File: config.mk
export PLATFORM = sky130hd
export DESIGN_NAME = trtcm_policer
export DESIGN_NICKNAME = d
export VERILOG_FILES = /design/src/rtl/trtcm_pkg.sv /design/src/rtl/trtcm_timebase.sv /design/src/rtl/trtcm_cost.sv /design/src/rtl/trtcm_bucket.sv /design/src/rtl/trtcm_policer.sv
export SDC_FILE = /design/constraint.sdc
export NUM_CORES = 1
export LEC_CHECK = 0
export BUFFER_PORTS_ARGS = -buffer_cell sky130_fd_sc_hd__buf_2
export CORE_MARGIN = 2
export CORE_UTILIZATION = 50
export CTS_BUF_LIST = sky130_fd_sc_hd__clkbuf_4 sky130_fd_sc_hd__clkbuf_8
export DETAILED_ROUTE_END_ITERATION = 10
export HOLD_SLACK_MARGIN = 0.05
export PLACE_DENSITY_LB_ADDON = 0.15
export SYNTH_ARGS = -nofsm -noshare
export SYNTH_HDL_FRONTEND = slang
export SYNTH_SLANG_ARGS = --single-unit
File: constraint.sdc
create_clock -name clk_i -period 30.5 [get_ports clk_i]
set_input_delay 3.05 -clock clk_i [delete_from_list [all_inputs] [get_ports clk_i]]
set_output_delay 3.05 -clock clk_i [all_outputs]
set_load 0.01 [all_outputs]
File: src/rtl/trtcm_pkg.sv
package trtcm_pkg;
  localparam int EXP_W  = 5;
  localparam int MAN_W  = 8;
  localparam int FIX_W  = 32;  // (511 << 23) fits
  localparam int COST_W = 48;
  localparam int EXP_OFF = 24;

  typedef enum logic [1:0] {
    CLR_GREEN  = 2'd0,
    CLR_YELLOW = 2'd1,
    CLR_RED    = 2'd2
  } color_e;

  localparam logic [1:0] ACT_DROP   = 2'd1;
  localparam logic [1:0] MODE_2RATE = 2'd2;
  localparam logic [1:0] MODE_BLIND = 2'd3;

  typedef struct packed {
    logic [EXP_W-1:0] cir_e;
    logic [MAN_W-1:0] cir_m;
    logic [EXP_W-1:0] cbs_e;
    logic [MAN_W-1:0] cbs_m;
    logic [EXP_W-1:0] pir_e;
    logic [MAN_W-1:0] pir_m;
    logic [EXP_W-1:0] pbs_e;
    logic [MAN_W-1:0] pbs_m;
    logic [3:0]       shift;
    logic [4:0]       adj_e;
    logic [8:0]       adj_m;
    logic             len_mode;
    logic [7:0]       len_skip;
    logic [1:0]       meter;
    logic [1:0]       cmode;
    logic [1:0]       act_g;
    logic [1:0]       act_y;
    logic [1:0]       act_r;
  } cfg_t;

  // (1+m/256)*2^e tokens, in 1/256-token units
  function automatic logic [FIX_W-1:0] fp_decode(logic [EXP_W-1:0] e, logic [MAN_W-1:0] m);
    if (int'(e) >= EXP_OFF) return '0;
    return FIX_W'({1'b1, m}) << e;
  endfunction
endpackage

File: src/rtl/trtcm_timebase.sv
module trtcm_timebase #(
  parameter int TICK_CYCLES = 500
) (
  input  logic       clk_i,
  input  logic       rst_ni,
  input  logic       clear_i,
  input  logic [3:0] shift_i,
  output logic       refill_o
);
  localparam int CNT_W = (TICK_CYCLES > 1) ? $clog2(TICK_CYCLES) : 1;
  localparam logic [CNT_W-1:0] CNT_LAST = CNT_W'(TICK_CYCLES - 1);

  logic [CNT_W-1:0] cnt_q;
  logic [15:0]      div_q;
  logic [15:0]      div_last;
  logic             tick;

  assign div_last = ~(16'hFFFF << shift_i);
  assign tick     = (cnt_q == CNT_LAST);
  assign refill_o = tick && (div_q == div_last);

  always_ff @(posedge clk_i or negedge rst_ni) begin
    if (!rst_ni) begin
      cnt_q <= '0;
      div_q <= '0;
    end else if (clear_i) begin
      cnt_q <= '0;
      div_q <= '0;
    end else begin
      cnt_q <= tick ? '0 : cnt_q + 1'b1;
      if (tick) div_q <= (div_q >= div_last) ? '0 : div_q + 1'b1;
    end
  end

  generate
    if (TICK_CYCLES > 1) begin : g_chk
      AST_REFILL_SPACED: assert property (@(posedge clk_i) disable iff (!rst_ni)
        refill_o |=> !refill_o);
    end
  endgenerate
endmodule

File: src/rtl/trtcm_cost.sv
module trtcm_cost import trtcm_pkg::*; #(
  parameter int LEN_W = 16
) (
  input  logic [LEN_W-1:0]  len_i,
  input  logic              len_mode_i,
  input  logic [7:0]        len_skip_i,
  input  logic [4:0]        adj_e_i,
  input  logic [8:0]        adj_m_i,
  output logic [COST_W-1:0] cost_o
);
  logic signed [COST_W-1:0] diff, base, adj, sum;

  always_comb begin
    diff   = $signed(COST_W'(len_i)) - $signed(COST_W'(len_skip_i));
    base   = len_mode_i ? '0 : (diff <<< 8);
    adj    = ($signed(COST_W'(adj_m_i)) - $signed(COST_W'(256))) <<< adj_e_i;
    sum    = base + adj;
    cost_o = (sum < $signed(COST_W'(1))) ? COST_W'(1) : $unsigned(sum);
  end
endmodule

File: src/rtl/trtcm_bucket.sv
module trtcm_bucket import trtcm_pkg::*; (
  input  logic              clk_i,
  input  logic              rst_ni,
  input  logic              load_i,
  input  logic [FIX_W-1:0]  load_cap_i,
  input  logic [FIX_W-1:0]  cap_i,
  input  logic [FIX_W-1:0]  rate_i,
  input  logic              refill_i,
  input  logic              debit_i,
  input  logic [COST_W-1:0] cost_i,
  output logic              conform_o
);
  logic [FIX_W-1:0] lvl_q, lvl_d, after_debit;
  logic [FIX_W:0]   sum;

  assign conform_o = ({{(COST_W-FIX_W){1'b0}}, lvl_q} >= cost_i);

  always_comb begin
    after_debit = lvl_q - (debit_i ? cost_i[FIX_W-1:0] : '0);
    sum         = {1'b0, after_debit} + {1'b0, (refill_i ? rate_i : '0)};
    lvl_d       = (sum > {1'b0, cap_i}) ? cap_i : sum[FIX_W-1:0];
  end

  always_ff @(posedge clk_i or negedge rst_ni) begin
    if (!rst_ni)     lvl_q <= '0;
    else if (load_i) lvl_q <= load_cap_i;
    else             lvl_q <= lvl_d;
  end

  AST_LVL_LE_CAP: assert property (@(posedge clk_i) disable iff (!rst_ni)
    lvl_q <= cap_i);
  AST_DEBIT_CONFORMS: assert property (@(posedge clk_i) disable iff (!rst_ni)
    debit_i |-> conform_o);
endmodule

File: src/rtl/trtcm_policer.sv
module trtcm_policer import trtcm_pkg::*; #(
  parameter int LEN_W       = 16,
  parameter int TICK_CYCLES = 500
) (
  input  logic             clk_i,
  input  logic             rst_ni,
  input  logic             cfg_we_i,
  input  logic [4:0]       cir_exp_i,
  input  logic [7:0]       cir_man_i,
  input  logic [4:0]       cbs_exp_i,
  input  logic [7:0]       cbs_man_i,
  input  logic [4:0]       pir_exp_i,
  input  logic [7:0]       pir_man_i,
  input  logic [4:0]       pbs_exp_i,
  input  logic [7:0]       pbs_man_i,
  input  logic [3:0]       refill_shift_i,
  input  logic [4:0]       adj_exp_i,
  input  logic [8:0]       adj_man_i,
  input  logic             len_mode_i,
  input  logic [7:0]       len_skip_i,
  input  logic [1:0]       meter_mode_i,
  input  logic [1:0]       color_mode_i,
  input  logic [1:0]       act_green_i,
  input  logic [1:0]       act_yellow_i,
  input  logic [1:0]       act_red_i,
  input  logic             pkt_valid_i,
  input  logic [LEN_W-1:0] pkt_len_i,
  input  logic [1:0]       pkt_color_i,
  output logic             res_valid_o,
  output logic [1:0]       res_color_o,
  output logic             res_drop_o
);
  localparam int NB = 2;  // 0: committed, 1: peak

  cfg_t cfg_d, cfg_q;

  always_comb begin
    cfg_d = '{cir_e: cir_exp_i, cir_m: cir_man_i, cbs_e: cbs_exp_i, cbs_m: cbs_man_i,
              pir_e: pir_exp_i, pir_m: pir_man_i, pbs_e: pbs_exp_i, pbs_m: pbs_man_i,
              shift: refill_shift_i, adj_e: adj_exp_i, adj_m: adj_man_i,
              len_mode: len_mode_i, len_skip: len_skip_i, meter: meter_mode_i,
              cmode: color_mode_i, act_g: act_green_i, act_y: act_yellow_i,
              act_r: act_red_i};
  end

  always_ff @(posedge clk_i or negedge rst_ni) begin
    if (!rst_ni) begin
      cfg_q       <= '0;
      cfg_q.cir_e <= EXP_W'(EXP_OFF);
      cfg_q.cbs_e <= EXP_W'(EXP_OFF);
      cfg_q.pir_e <= EXP_W'(EXP_OFF);
      cfg_q.pbs_e <= EXP_W'(EXP_OFF);
    end else if (cfg_we_i) begin
      cfg_q <= cfg_d;
    end
  end

  logic refill;
  trtcm_timebase #(.TICK_CYCLES(TICK_CYCLES)) u_tb (
    .clk_i, .rst_ni, .clear_i(cfg_we_i), .shift_i(cfg_q.shift), .refill_o(refill)
  );

  logic [COST_W-1:0] cost;
  trtcm_cost #(.LEN_W(LEN_W)) u_cost (
    .len_i(pkt_len_i), .len_mode_i(cfg_q.len_mode), .len_skip_i(cfg_q.len_skip),
    .adj_e_i(cfg_q.adj_e), .adj_m_i(cfg_q.adj_m), .cost_o(cost)
  );

  logic [FIX_W-1:0] cap_now [NB];
  logic [FIX_W-1:0] cap_new [NB];
  logic [FIX_W-1:0] rate    [NB];
  logic             debit   [NB];
  logic             conform [NB];

  assign cap_now[0] = fp_decode(cfg_q.cbs_e, cfg_q.cbs_m);
  assign cap_now[1] = fp_decode(cfg_q.pbs_e, cfg_q.pbs_m);
  assign cap_new[0] = fp_decode(cfg_d.cbs_e, cfg_d.cbs_m);
  assign cap_new[1] = fp_decode(cfg_d.pbs_e, cfg_d.pbs_m);
  assign rate[0]    = fp_decode(cfg_q.cir_e, cfg_q.cir_m);
  assign rate[1]    = fp_decode(cfg_q.pir_e, cfg_q.pir_m);

  for (genvar b = 0; b < NB; b++) begin : g_bkt
    trtcm_bucket u_bkt (
      .clk_i, .rst_ni, .load_i(cfg_we_i), .load_cap_i(cap_new[b]), .cap_i(cap_now[b]),
      .rate_i(rate[b]), .refill_i(refill), .debit_i(debit[b]), .cost_i(cost),
      .conform_o(conform[b])
    );
  end

  logic   blind, use_peak, c_ok, p_ok;
  color_e color;
  logic [1:0] act;

  always_comb begin
    blind    = (cfg_q.cmode == MODE_BLIND);
    use_peak = (cfg_q.meter == MODE_2RATE);
    c_ok     = conform[0] && (blind || pkt_color_i == CLR_GREEN);
    p_ok     = use_peak && conform[1] && (blind || pkt_color_i != CLR_RED);
    if (c_ok)      color = CLR_GREEN;
    else if (p_ok) color = CLR_YELLOW;
    else           color = CLR_RED;
    debit[0] = pkt_valid_i && c_ok;
    debit[1] = pkt_valid_i && p_ok;
    case (color)
      CLR_GREEN:  act = cfg_q.act_g;
      CLR_YELLOW: act = cfg_q.act_y;
      default:    act = cfg_q.act_r;
    endcase
  end

  always_ff @(posedge clk_i or negedge rst_ni) begin
    if (!rst_ni) begin
      res_valid_o <= 1'b0;
      res_color_o <= 2'd0;
      res_drop_o  <= 1'b0;
    end else begin
      res_valid_o <= pkt_valid_i;
      if (pkt_valid_i) begin
        res_color_o <= color;
        res_drop_o  <= (act == ACT_DROP);
      end
    end
  end

  AST_RES_LATENCY: assert property (@(posedge clk_i) disable iff (!rst_ni)
    pkt_valid_i |=> res_valid_o);
  AST_RES_IDLE: assert property (@(posedge clk_i) disable iff (!rst_ni)
    !pkt_valid_i |=> !res_valid_o);
  AST_NO_YELLOW_1RATE: assert property (@(posedge clk_i) disable iff (!rst_ni)
    (pkt_valid_i && cfg_q.meter != MODE_2RATE) |=> res_color_o != CLR_YELLOW);
  AST_AWARE_RED_STAYS: assert property (@(posedge clk_i) disable iff (!rst_ni)
    (pkt_valid_i && cfg_q.cmode != MODE_BLIND && pkt_color_i == CLR_RED)
      |=> res_color_o == CLR_RED);
endmodule

* Yosys cells after proc, flatten, opt, wreduce, memory -nomap -nowiden *
Index checks and enable logic that the tools add are counted.

word-level totals
  register bits after elaboration = 182
  output and inout bits = 4

operators by class
  reduce and logical (&&, ||, !) cells = 11
  equality and inequality tests = 7
  bitwise logic cells = 1
  multiplexer cells = 36
  shifts and indexed selects = 8
  $add $sub $neg = 9
  magnitude comparators = 12

operators with widths
  operator                                                                        number
  32-bit 2-to-1 mux                                                               20
  9-bit by 5-bit << shifter with 32-bit output                                    6
  32-bit by 48-bit greater-or-equal comparator with 1-bit output                  2
  48-bit 2-to-1 mux                                                               2
  32-bit by 32-bit adder with 33-bit output                                       2
  33-bit by 32-bit > comparator with 1-bit output                                 2
  32-bit subtractor                                                               2
  48-bit adder                                                                    1
  48-bit by 2-bit less-than comparator with 1-bit output (second input constant)  1
  16-bit 2-to-1 mux                                                               3
  48-bit by 5-bit <<< shifter with 48-bit output                                  1
  5-bit greater-or-equal comparator (second input constant)                       6
  9-bit 2-to-1 mux                                                                2
  16-bit by 8-bit subtractor with 17-bit output                                   1
  16-bit by 1-bit adder with 16-bit output (second input constant)                1
  16-bit equality test                                                            1
  16-bit greater-or-equal comparator                                              1
  16-bit NOT                                                                      1
  16-bit by 4-bit << shifter with 16-bit output (first input constant)            1
  9-bit by 9-bit subtractor with 10-bit output (second input constant)            1
  9-bit by 1-bit adder with 9-bit output (second input constant)                  1
  9-bit equality test (second input constant)                                     1
  1-bit logical AND                                                               6
  1-bit 2-to-1 mux                                                                6
  other kinds (8)                                                                 13

* Depth between registers and ports, before layout *
Gate-level depths: netlist (run 1).

  word-level depth = 15
  depth in mapped cells = 73

* Modules after synthesis *
A second synthesis (run 1) with hierarchy kept.

second synthesis, totals
  cells, all modules = 3341
  area total of the unflattened synthesis = 26003.7 µm²

by module, submodules not included
  module                         times used  cells each  area an instance (µm²)
  trtcm_bucket (g_bkt[1].u_bkt)  1           920         7075.5
  trtcm_policer                  1           805         7048.0
  trtcm_bucket (g_bkt[0].u_bkt)  1           866         6583.8
  trtcm_cost                     1           560         3555.9
  trtcm_timebase                 1           190         1740.4

* Worst setup path after synthesis (run 1) *
Ideal clock, no wire load.

  kind = input-to-reg
  start = input port pkt_len_i[2]
  end = register g_bkt[0].u_bkt.lvl_q[10]
  stages on the path = 65
  slack = 11956 ps
  data required time = 30362 ps
  path buffers = 5
  arrival = 18406 ps
  path through = ha_1 -> nor2b_1 -> o21ai_0 -> a21boi_0 -> o21ai_0 -> a21boi_0 -> o21ai_0 -> or3b_2 -> nor4_1 -> ha_1 -> buf_2 -> o21ai_0 -> o21bai_1 -> or4b_2 -> a21boi_1 -> o22ai_1 -> o21bai_1 -> a2111oi_4 -> [29 not listed] -> or3_1 -> a221o_1 -> a41o_1 -> or4_1 -> nand3_1 -> ha_1 -> nand4_1 -> nor2_1 -> and3_1 -> nand3_1 -> a31oi_1 -> a21oi_1 -> a22oi_1 -> a21oi_1 -> buf_2 -> buf_2 -> mux2i_1 -> o22ai_1

between the ends
  word-level cells in the longest chain between the ends = 14

RTL lines
  what                                                            RTL line              RTL
  start: declaration                                              trtcm_policer.sv:27   input logic [LEN_W-1:0] pkt_len_i,
  16-bit by 8-bit subtractor with 17-bit output *                 trtcm_cost.sv:14      diff = $signed(COST_W'(len_i)) - $signed(COST_W'(len_skip_i));
  48-bit 2-to-1 mux *                                             trtcm_cost.sv:15      base = len_mode_i ? '0 : (diff <<< 8);
  48-bit adder *                                                  trtcm_cost.sv:17      sum = base + adj;
  48-bit by 2-bit less-than comparator with 1-bit output          trtcm_cost.sv:18      cost_o = (sum < $signed(COST_W'(1))) ? COST_W'(1) : $unsigned(sum);
  48-bit 2-to-1 mux *                                             trtcm_cost.sv:18
  32-bit by 48-bit greater-or-equal comparator with 1-bit output  trtcm_bucket.sv:16    assign conform_o = ({{(COST_W-FIX_W){1'b0}}, lvl_q} >= cost_i);
  1-bit logical AND                                               trtcm_policer.sv:97   c_ok = conform[0] && (blind || pkt_color_i == CLR_GREEN);
  1-bit logical AND                                               trtcm_policer.sv:102  debit[0] = pkt_valid_i && c_ok;
  32-bit 2-to-1 mux *                                             trtcm_bucket.sv:19    after_debit = lvl_q - (debit_i ? cost_i[FIX_W-1:0] : '0);
  32-bit subtractor *                                             trtcm_bucket.sv:19
  32-bit by 32-bit adder with 33-bit output *                     trtcm_bucket.sv:20    sum = {1'b0, after_debit} + {1'b0, (refill_i ? rate_i : '0)};
  33-bit by 32-bit > comparator with 1-bit output                 trtcm_bucket.sv:21    lvl_d = (sum > {1'b0, cap_i}) ? cap_i : sum[FIX_W-1:0];
  32-bit 2-to-1 mux *                                             trtcm_bucket.sv:21
  32-bit 2-to-1 mux *                                             trtcm_bucket.sv:26    else if (load_i) lvl_q <= load_cap_i;
  end signal: assignment                                          trtcm_bucket.sv:26
  end signal: assignment                                          trtcm_bucket.sv:27    else lvl_q <= lvl_d;
  end: declaration                                                trtcm_bucket.sv:13    logic [FIX_W-1:0] lvl_q, lvl_d, after_debit;

Every way passes the cells marked *; elsewhere a longest branch is shown, timed or not.
A chain may end at the register's enable or synchronous reset.

* Worst setup path in the final report (run 1) *
  start = input port pkt_len_i[0]
  end = register g_bkt[0].u_bkt.lvl_q[30]

The elaborated chain is that of the path after synthesis.

==> results of run 1 <==
synthesized netlist by cell type (all sizes together) (7+ instances only):
master / instances
ha: 315
mux2i: 100
nor2b: 72
nand2b: 73
o21ai: 183
a2111oi: 9
and3: 36
o211ai: 12
dfstp: 8
o31ai: 9
a31oi: 38
or4: 11
a22o: 7
nand4: 36
nor3: 70
nand3: 76
dfrtp: 174
a22oi: 8
o21bai: 24
nor2: 295
nand2: 284
nor3b: 8
a21boi: 7
nand3b: 8
a21o: 101
inv: 149
a221o: 11
a211oi: 46
and2: 26
xor2: 37
or2: 20
o22ai: 70
buf: 27
a211o: 12
o21a: 34
a21oi: 282
or3: 33
clkbuf: 117
nor4: 21
xnor2: 109
mux2: 115
state kept, by name, indices dropped and copies added, names as in the netlist:
register and count:
u_tb.div_q 16, u_tb.cnt_q 9, g_bkt.u_bkt.lvl_q 64, cfg_q 89, res_valid_o 1, res_color_o 2
res_drop_o 1
power by group through the flow:
stage                     clock (uW)  combinational (uW)  sequential [uW]
after floorplan                    0                1340              311
after global placement             0                1760              358
after detailed placement           0                1790              357
after CTS                        195                1800              352
after global routing             204                2010              358
final                            190                1840              356
worst max-delay path, delay by kind of cell:
kind	cells	cell delay, ns
AOI/OAI and AO/OA	26	6.28
xor gates and xnor gates	3	0.67
adders and majority gates	8	2.60
buffers and inverters	4	0.73
and+or+nand+nor	27	6.56
layer usage:
layer / vias to the layer above / track usage [%] / wire length, um
met5: - / 0 / 0
met4: 0 / 15.1 / 3820
met3: 184 / 4.46 / 5520
met2: 943 / 53.9 / 38500
met1: 11800 / 45.6 / 38200
li1: 11600 / - / -
final cells by class:
type / count / share of cell area (%)
multi-input combinational: 2689 / 72.6
clock inverter: 13 / 0.664
inverter: 151 / 2.18
clock buffer: 19 / 0.982
sequential: 182 / 17.6
tap: 664 / 3.20
antenna: 1 / 0.00963
timing repair buffer: 132 / 2.77
placed cells by master (no fill, tap or decap), types with 11 or more instances in the layout:
| cell type | n |
|---|---|
| ha_1 | 315 |
| nor2_1 | 295 |
| nand2_1 | 284 |
| a21oi_1 | 281 |
| o21ai_0 | 183 |
| dfrtp_1 | 174 |
| inv_1 | 149 |
| mux2_2 | 115 |
| buf_2 | 112 |
| xnor2_1 | 109 |
| a21o_1 | 101 |
| mux2i_1 | 99 |
| nand3_1 | 75 |
| nand2b_1 | 73 |
| nor2b_1 | 72 |
| o22ai_1 | 70 |
| nor3_1 | 67 |
| a211oi_1 | 45 |
| xor2_1 | 37 |
| a31oi_1 | 37 |
| and3_1 | 36 |
| nand4_1 | 36 |
| o21a_1 | 34 |
| or3_1 | 32 |
| o21bai_1 | 24 |
| and2_1 | 23 |
| or2_2 | 19 |
| clkbuf_8 | 19 |
| buf_4 | 18 |
| nor4_1 | 17 |
| a211o_1 | 12 |
| o211ai_1 | 12 |
| or4_1 | 11 |
| a221o_1 | 11 |
path summary, 6_finish.rpt:
| kind | from | to |
|---|---|---|
| worst max-delay path | pkt_len_i[0] | g_bkt[0].u_bkt.lvl_q[30]$_DFF_PN0_ |
| worst max register to register | cfg_q[10]$_DFFE_PN0P_ | g_bkt[0].u_bkt.lvl_q[30]$_DFF_PN0_ |
| worst min register to register | u_tb.cnt_q[0]$_DFF_PN0_ | u_tb.cnt_q[0]$_DFF_PN0_ |
| worst min-delay path | u_tb.cnt_q[0]$_DFF_PN0_ | u_tb.cnt_q[0]$_DFF_PN0_ |
| max in group asynchronous | rst_ni | g_bkt[1].u_bkt.lvl_q[28]$_DFF_PN0_ |
| min in group asynchronous | rst_ni | cfg_q[81]$_DFFE_PN0P_ |
per-stage QoR:
stage               cells  total power, uW
CTS                  3850             2350
floorplan            3166             1650
finish               3851             2390
global placement     3818             2120
global route         3851             2570
detailed placement   3818             2140
kinds of logic (layout without fill, tap and decap cells):
family | after synthesis | count (layout) | share of synthesized area, %
simple gates | 1084 | 1084 | 21.6
compound gates | 922 | 922 | 23.9
fa+ha+maj | 321 | 321 | 16.5
buf+inv | 295 | 315 | 4.66
mux | 215 | 215 | 9.37
flops | 182 | 182 | 18.6
xor+xnor | 147 | 147 | 5.30
other cells | 0 | 1 | 0
==> metrics.md, run 1 <==
| Metric | Value |
|---|---|
| YS warnings | 0 |
| DR iter-0 viols | 2380 |
| Worst EP arrival | 19.95 ns |
| Asr flop ratio synth | 100% |
| Final WS setup | 11.04 ns |
| Number of synthesized flops with an enable pin | 0 |
| Comb power frac | 77.1% |
| Skew final | 0.0343 ns |
| Clock Power Share | 7.9% |
| Vias after detailed routing | 24500 |
| FP Rows | 81 |
| Vias in the first global route | 23100 |
| Fin Hold WS | 0.482 ns |
| Reg power frac | 14.9% |
| Main synth FF type | dfrtp_1 |
| R2r setup slk | 13.22 ns |
| Share of layout cells above drive strength 1 | 10.6% |
| # Post-CTS Setup Buffers | 0 |
| Ports | 115 |
| Die height | 226 um |
| Distinct cell type count after synthesis | 94 |
| Crit Path Class | in -> reg |
| Max_slew headroom | 20.2% |
| Clk buf depth | 2 |
| Slew Limit Fails | 0 |
| Reg clk slew, reported paths | 0.13 ns |
| Die width | 226 um |
| Seq/Total Area, Yosys | 18.6% |
| Initial Util | 50.4% |
| NetSw | 1290 uW |
| Area leader, netlist | dfrtp_1 |
| H-tree lvl count | 4 |
| CTS tree | yes |
| Register bit total from synthesis | 182 |
| IO Port Bufs | 114 |
| Syn avg cell area | 7.75 um^2 |
| Resized cells post-CTS | 0 |
| # DRC | 0 |
| Initial antenna violation count | 2 |
| Hpwl dp | 70200 um |
| Tcrit/Tclk final | 63.8% |
| Crit start category | input port |
| Die Area | 50900 um^2 |
| Worst hold path cell count | 1 |
| Worst-path fanout max | 39 |
| Syn Inst Count | 3166 |
| DR WL/cell | 22.4 um |
| Status | finished clean |
| Largest stage delay on the critical path | 0.67 ns |
| Syn_nets | 3598 |
| Internal | 1100 uW |
| CP max stage cell | ha_1 |
| Leading post-synthesis cells by cell area | dfrtp_1 (18%), ha_1 (16%), a21oi_1 (5.7%) |
| Worst r2r path cells | 66 |
| Num CTS Buffers | 17 |
| Clock net sink count | 182 |
| Root Buffer | clkbuf_8 |
| Placed cell areas | 25600 um^2 |
| Worst-Margin Slew | 1.18 ns |
| Max Clk Rate | 0.0514 GHz |
| Total wire length | 86100 um |
| Global placement routability congestion | 1.03 |
| 1st-pass router iterations | 6 |
| VDD IR max | 0.0707 mV |
| Hold_buf cts | 0 |
| Area Overhead vs Synth | 5.85% |
| Filler instances | 4672 |
| Final instance area | 26000 um^2 |
| GR Util All Layers | 33.8% |
| Power per Cell Area | 92.0 nW/um^2 |
| Clock Latency Late Sink | 0.60 ns |
| Final core utilization | 53.3% |
| Place WS | 10.74 ns |
| Setup TNS | 0 ns |
| Critical Path RT | 30.99 ns |
| Synth top area share | 17.7% |
| GRT overflow | 0 |
| Sequential Area | 4560 um^2 |
| Pin count of the biggest net entering global routing | 100 |
| Antenna Nets Post-Route | 0 |
| Unrepaired setup endpoints after global routing | no |
| Setup violators final | 0 |
| First-pass GRT wire length | 132000 um |
| Core area | 48700 um^2 |
| Pleak | 0.0117 uW |
| Sw Share | 54.1% |
| Setup crit end kind | flip-flop |
| Max_cap viols | 0 |
| Most frequent CP cell | ha_1 |
| Worst Hold Class | reg -> reg |
| Cell area after synthesis | 24500 um^2 |
| Vias per std cell | 6.35 |
| Final hold violations | 0 |
| Area occupied by multi-input gates | 18900 um^2 |
| Min cycle time layout | 19.46 ns |
| Post-layout net count | 3605 |
No activity file was read; power rests on OpenSTA's default activity.
==> inputs of run 2 (changes only) <==
ABC_AREA = 1   (was not set)
clock period = 19.2 ns   (was 30.5 ns; I/O delays follow)
==> run 2 against run 1 <==
Against the previous run: critical path depth up 3; synthesized cell count up 36%; sequential power up 59%; utilization up 0.070 points; power up 74%; flip-flop and latch count unchanged; via count up 15%; combinational power up 79%; clock-buffer cell count down 2; largest power group unchanged; non-clock buffer count down 9; largest cell class unchanged.
==> metrics.md, run 2 <==
| Metric | Value |
|---|---|
| Status | finished clean (unchanged) |
| GRT overflow | 0 (unchanged) |
| Vias after detailed routing | 28000 (was 24500) |
| Cell area after synthesis | 26100 um^2 (was 24500 um^2) |
| Placed cell areas | 27000 um^2 (was 25600 um^2) |
| Grt met1 use | 44.0% (was 45.6%) |
| Final hold violations | 0 (unchanged) |
| Setup crit end kind | flip-flop (unchanged) |
| Root Buffer | clkbuf_8 (unchanged) |
| Die height | 232 um (was 226 um) |
| Max_slew headroom | 17.6% (was 20.2%) |
| Fin Hold WS | 0.478 ns (was 0.482 ns) |
| Hpwl dp | 71500 um (was 70200 um) |
| Max Clk Rate | 0.0618 GHz |
| Clock net sink count | 182 (unchanged) |
| Initial antenna violation count | 2 (unchanged) |
| Critical Path RT | 19.67 ns (was 30.99 ns) |
| Ports | 115 (unchanged) |
| Worst-Margin Slew | 1.23 ns (was 1.18 ns) |
| H-tree lvl count | 4 (unchanged) |
| Setup TNS | 0 ns (unchanged) |
| Most common cell after layout, fill and taps aside | nand2_1 (was ha_1) |
| CTS tree | yes (unchanged) |
| Biggest register | cfg_q (unchanged) |
| Clock Latency Late Sink | 0.60 ns (about the same) |
| Top Registers | cfg_q x89, g_bkt.u_bkt.lvl_q x64, u_tb.div_q x16 (unchanged) |
| Unrepaired setup endpoints after global routing | no (unchanged) |
| Core area | 51400 um^2 (was 48700 um^2) |
| DR iter-0 viols | 2777 (was 2380) |
| Leading post-synthesis cells by cell area | nand2_1 (18%), dfrtp_1 (17%), ha_1 (15%) (was dfrtp_1 (18%), ha_1 (16%), a21oi_1 (5.7%)) |
| Antenna Nets Post-Route | 0 (unchanged) |
| Largest stage delay on the critical path | 0.95 ns (was 0.67 ns) |
| Syn_nets | 4751 (was 3598) |
| IO Port Bufs | 114 (unchanged) |
| Worst-path fanout max | 33 (was 39) |
| Resized cells post-CTS | 0 (unchanged) |
| Number of synthesized flops with an enable pin | 0 (unchanged) |
| Area leader, netlist | nand2_1 (was dfrtp_1) |
| Synth top area share | 18.0% (was 17.7%) |
| Power per Cell Area | 152 nW/um^2 (was 92.0 nW/um^2) |
| Area Overhead vs Synth | 5.17% (was 5.85%) |
| Main synth FF type | dfrtp_1 (unchanged) |
| Reg clk slew, reported paths | 0.12 ns (was 0.13 ns) |
| 1st-pass router iterations | 8 (was 6) |
| Num CTS Buffers | 17 (unchanged) |
| Most frequent cells in the layout | nand2_1 (1252), inv_1 (530), nor2_1 (390), o21ai_0 (372), ha_1 (315) (was ha_1 (315), nor2_1 (295), nand2_1 (284), a21oi_1 (281), o21ai_0 (183)) |
| Asr flop ratio synth | 100% (unchanged) |
| Placed cell count | 4978 (was 3818) |
| Max_cap viols | 0 (unchanged) |
| Max reg flops | 89 (unchanged) |
| # DRC | 0 (unchanged) |
| VDD IR max | 0.0952 mV (was 0.0707 mV) |
| FP Rows | 83 (was 81) |
| Grt peak-use layer | met2 (unchanged) |
| Pin count of the biggest net entering global routing | 95 (was 100) |
| M3 GR Usage | 4.71% (was 4.46%) |
| Worst Hold Class | reg -> reg (unchanged) |
| Worst EP arrival | 16.65 ns (was 19.95 ns) |
| Clk buf depth | 2 (unchanged) |
| Crit start category | input port (unchanged) |
| Total wire length | 86600 um (was 86100 um) |
| Fin cells | 5013 (was 3851) |
| Vias in the first global route | 25800 (was 23100) |
| Global placement routability congestion | 1.02 (was 1.03) |
| Syn Inst Count | 4319 (was 3166) |
| YS warnings | 0 (unchanged) |
| Met2 GRT Util | 50.0% (was 53.9%) |
| Skew final | 0.0332 ns (was 0.0343 ns) |
| Syn avg cell area | 6.04 um^2 (was 7.75 um^2) |
| Setup violators final | 0 (unchanged) |
| Crit Path Class | in -> reg (unchanged) |
| Slew Limit Fails | 0 (unchanged) |
| Most frequent CP cell | nand2_1 (was ha_1) |
| Post-layout net count | 4749 (was 3605) |
| GR Util All Layers | 32.0% (was 33.8%) |
| # Post-CTS Setup Buffers | 0 (unchanged) |
| Die Area | 54000 um^2 (was 50900 um^2) |
| CP max stage cell | nand2_2 (was ha_1) |
| First-pass GRT wire length | 136000 um (was 132000 um) |
| Area occupied by multi-input gates | 18900 um^2 (about the same) |
| Final instance area | 27400 um^2 (was 26000 um^2) |
| Most instantiated library cell after synthesis | nand2_1 (was ha_1) |
| Share of layout cells above drive strength 1 | 4.64% (was 10.6%) |
| Vias per std cell | 5.59 (was 6.35) |
| Seq/Total Area, Yosys | 17.5% (was 18.6%) |
| Initial Util | 50.8% (was 50.4%) |
| DR WL/cell | 17.3 um (was 22.4 um) |
| Tcrit/Tclk final | 84.2% |
| Pleak | 0.0143 uW (was 0.0117 uW) |
| Register bit total from synthesis | 182 (unchanged) |
| Final core utilization | 53.4% (was 53.3%) |
| Min cycle time layout | 16.17 ns |
| Sequential Area | 4560 um^2 (unchanged) |
| Hold_buf cts | 0 (unchanged) |
| Filler instances | 5513 (was 4672) |
| Die width | 232 um (was 226 um) |
| Distinct cell type count after synthesis | 59 (was 94) |
| Synth cell count leaders | nand2_1 (1252), inv_1 (531), nor2_1 (390), o21ai_0 (372), ha_1 (315) (was ha_1 (315), nor2_1 (295), nand2_1 (284), a21oi_1 (282), o21ai_0 (183)) |
[run 2: cell count changes after synthesis, sizes merged, moves of 72 or more]
cell / change
a21o: -86
inv: +387
mux2: -115
mux2i: -84
nand2: +974
nand2b: -73
nand3: +217
nor2: +105
nor2b: -72
o21ai: +204
[run 2: power breakdown]
part	leakage (uW)	internal, uW	switching [uW]
registers	0.00229	462	103
logic	0.0118	1130	2170
clock network	0.000214	104	201
total	0.0143	1690	2470
[run 2: final cells by class]
cell class | instances | share of cell area, %
Clock buffer | 17 | 0.853
Multi-Input combinational cell | 3441 | 68.7
Inverter | 552 | 7.56
Timing Repair Buffer | 123 | 2.37
Sequential cell | 182 | 16.6
Clock inverter | 15 | 0.739
Tap cell | 680 | 3.10
Antenna cell | 3 | 0.0274
[run 2: critical path: cells and delay by family]
family	cells	cell delay, ns
buffers and inverters	10	1.56
XOR/XNOR	2	0.53
adder cells (fa/ha/maj)	7	2.51
AND/OR/NAND/NOR	33	6.01
AO/OA/AOI/OAI	19	4.07
[run 2: cell families after synthesis]
logic type / synth area share [%]
AOI/OAI and AO/OA: 17.2
xor gates and xnor gates: 4.80
adders and majority gates: 15.6
buffers and inverters: 10.3
DFF: 17.5
muxes: 0.614
and+or+nand+nor: 34.1
[run 2: metrics by stage]
| step | worst slack (ns) | power, uW |
|---|---|---|
| floorplan | 5.25 | 2960 |
| global placement | 3.01 | 3770 |
| detailed placement | 2.88 | 3770 |
| CTS | 3.48 | 4100 |
| global route | 1.55 | 4570 |
| finish | 3.03 | 4160 |
[run 2: worst paths after layout]
check                                        start                                  to  slack (ns)  cells past startpoint
min in group asynchronous                   rst_ni               cfg_q[23]$_DFFE_PN0P_        1.34                      1
max in group asynchronous                   rst_ni               cfg_q[73]$_DFFE_PN0P_       15.96                      3
hold / removal             u_tb.cnt_q[0]$_DFF_PN0_             u_tb.cnt_q[0]$_DFF_PN0_        0.48                      1
setup / recovery                      pkt_len_i[3]  g_bkt[1].u_bkt.lvl_q[16]$_DFF_PN0_        3.03                     71
hold reg to reg            u_tb.cnt_q[0]$_DFF_PN0_             u_tb.cnt_q[0]$_DFF_PN0_        0.48                      1
setup reg to reg             cfg_q[10]$_DFFE_PN0P_  g_bkt[1].u_bkt.lvl_q[16]$_DFF_PN0_        3.99                     71
[run 2: metal layers]
layer / wire [um] / part of all wire [%]
met1: 39800 / 46
met2: 37500 / 43
met3: 5640 / 6.5
met4: 3780 / 4.4
met5: 0 / 0
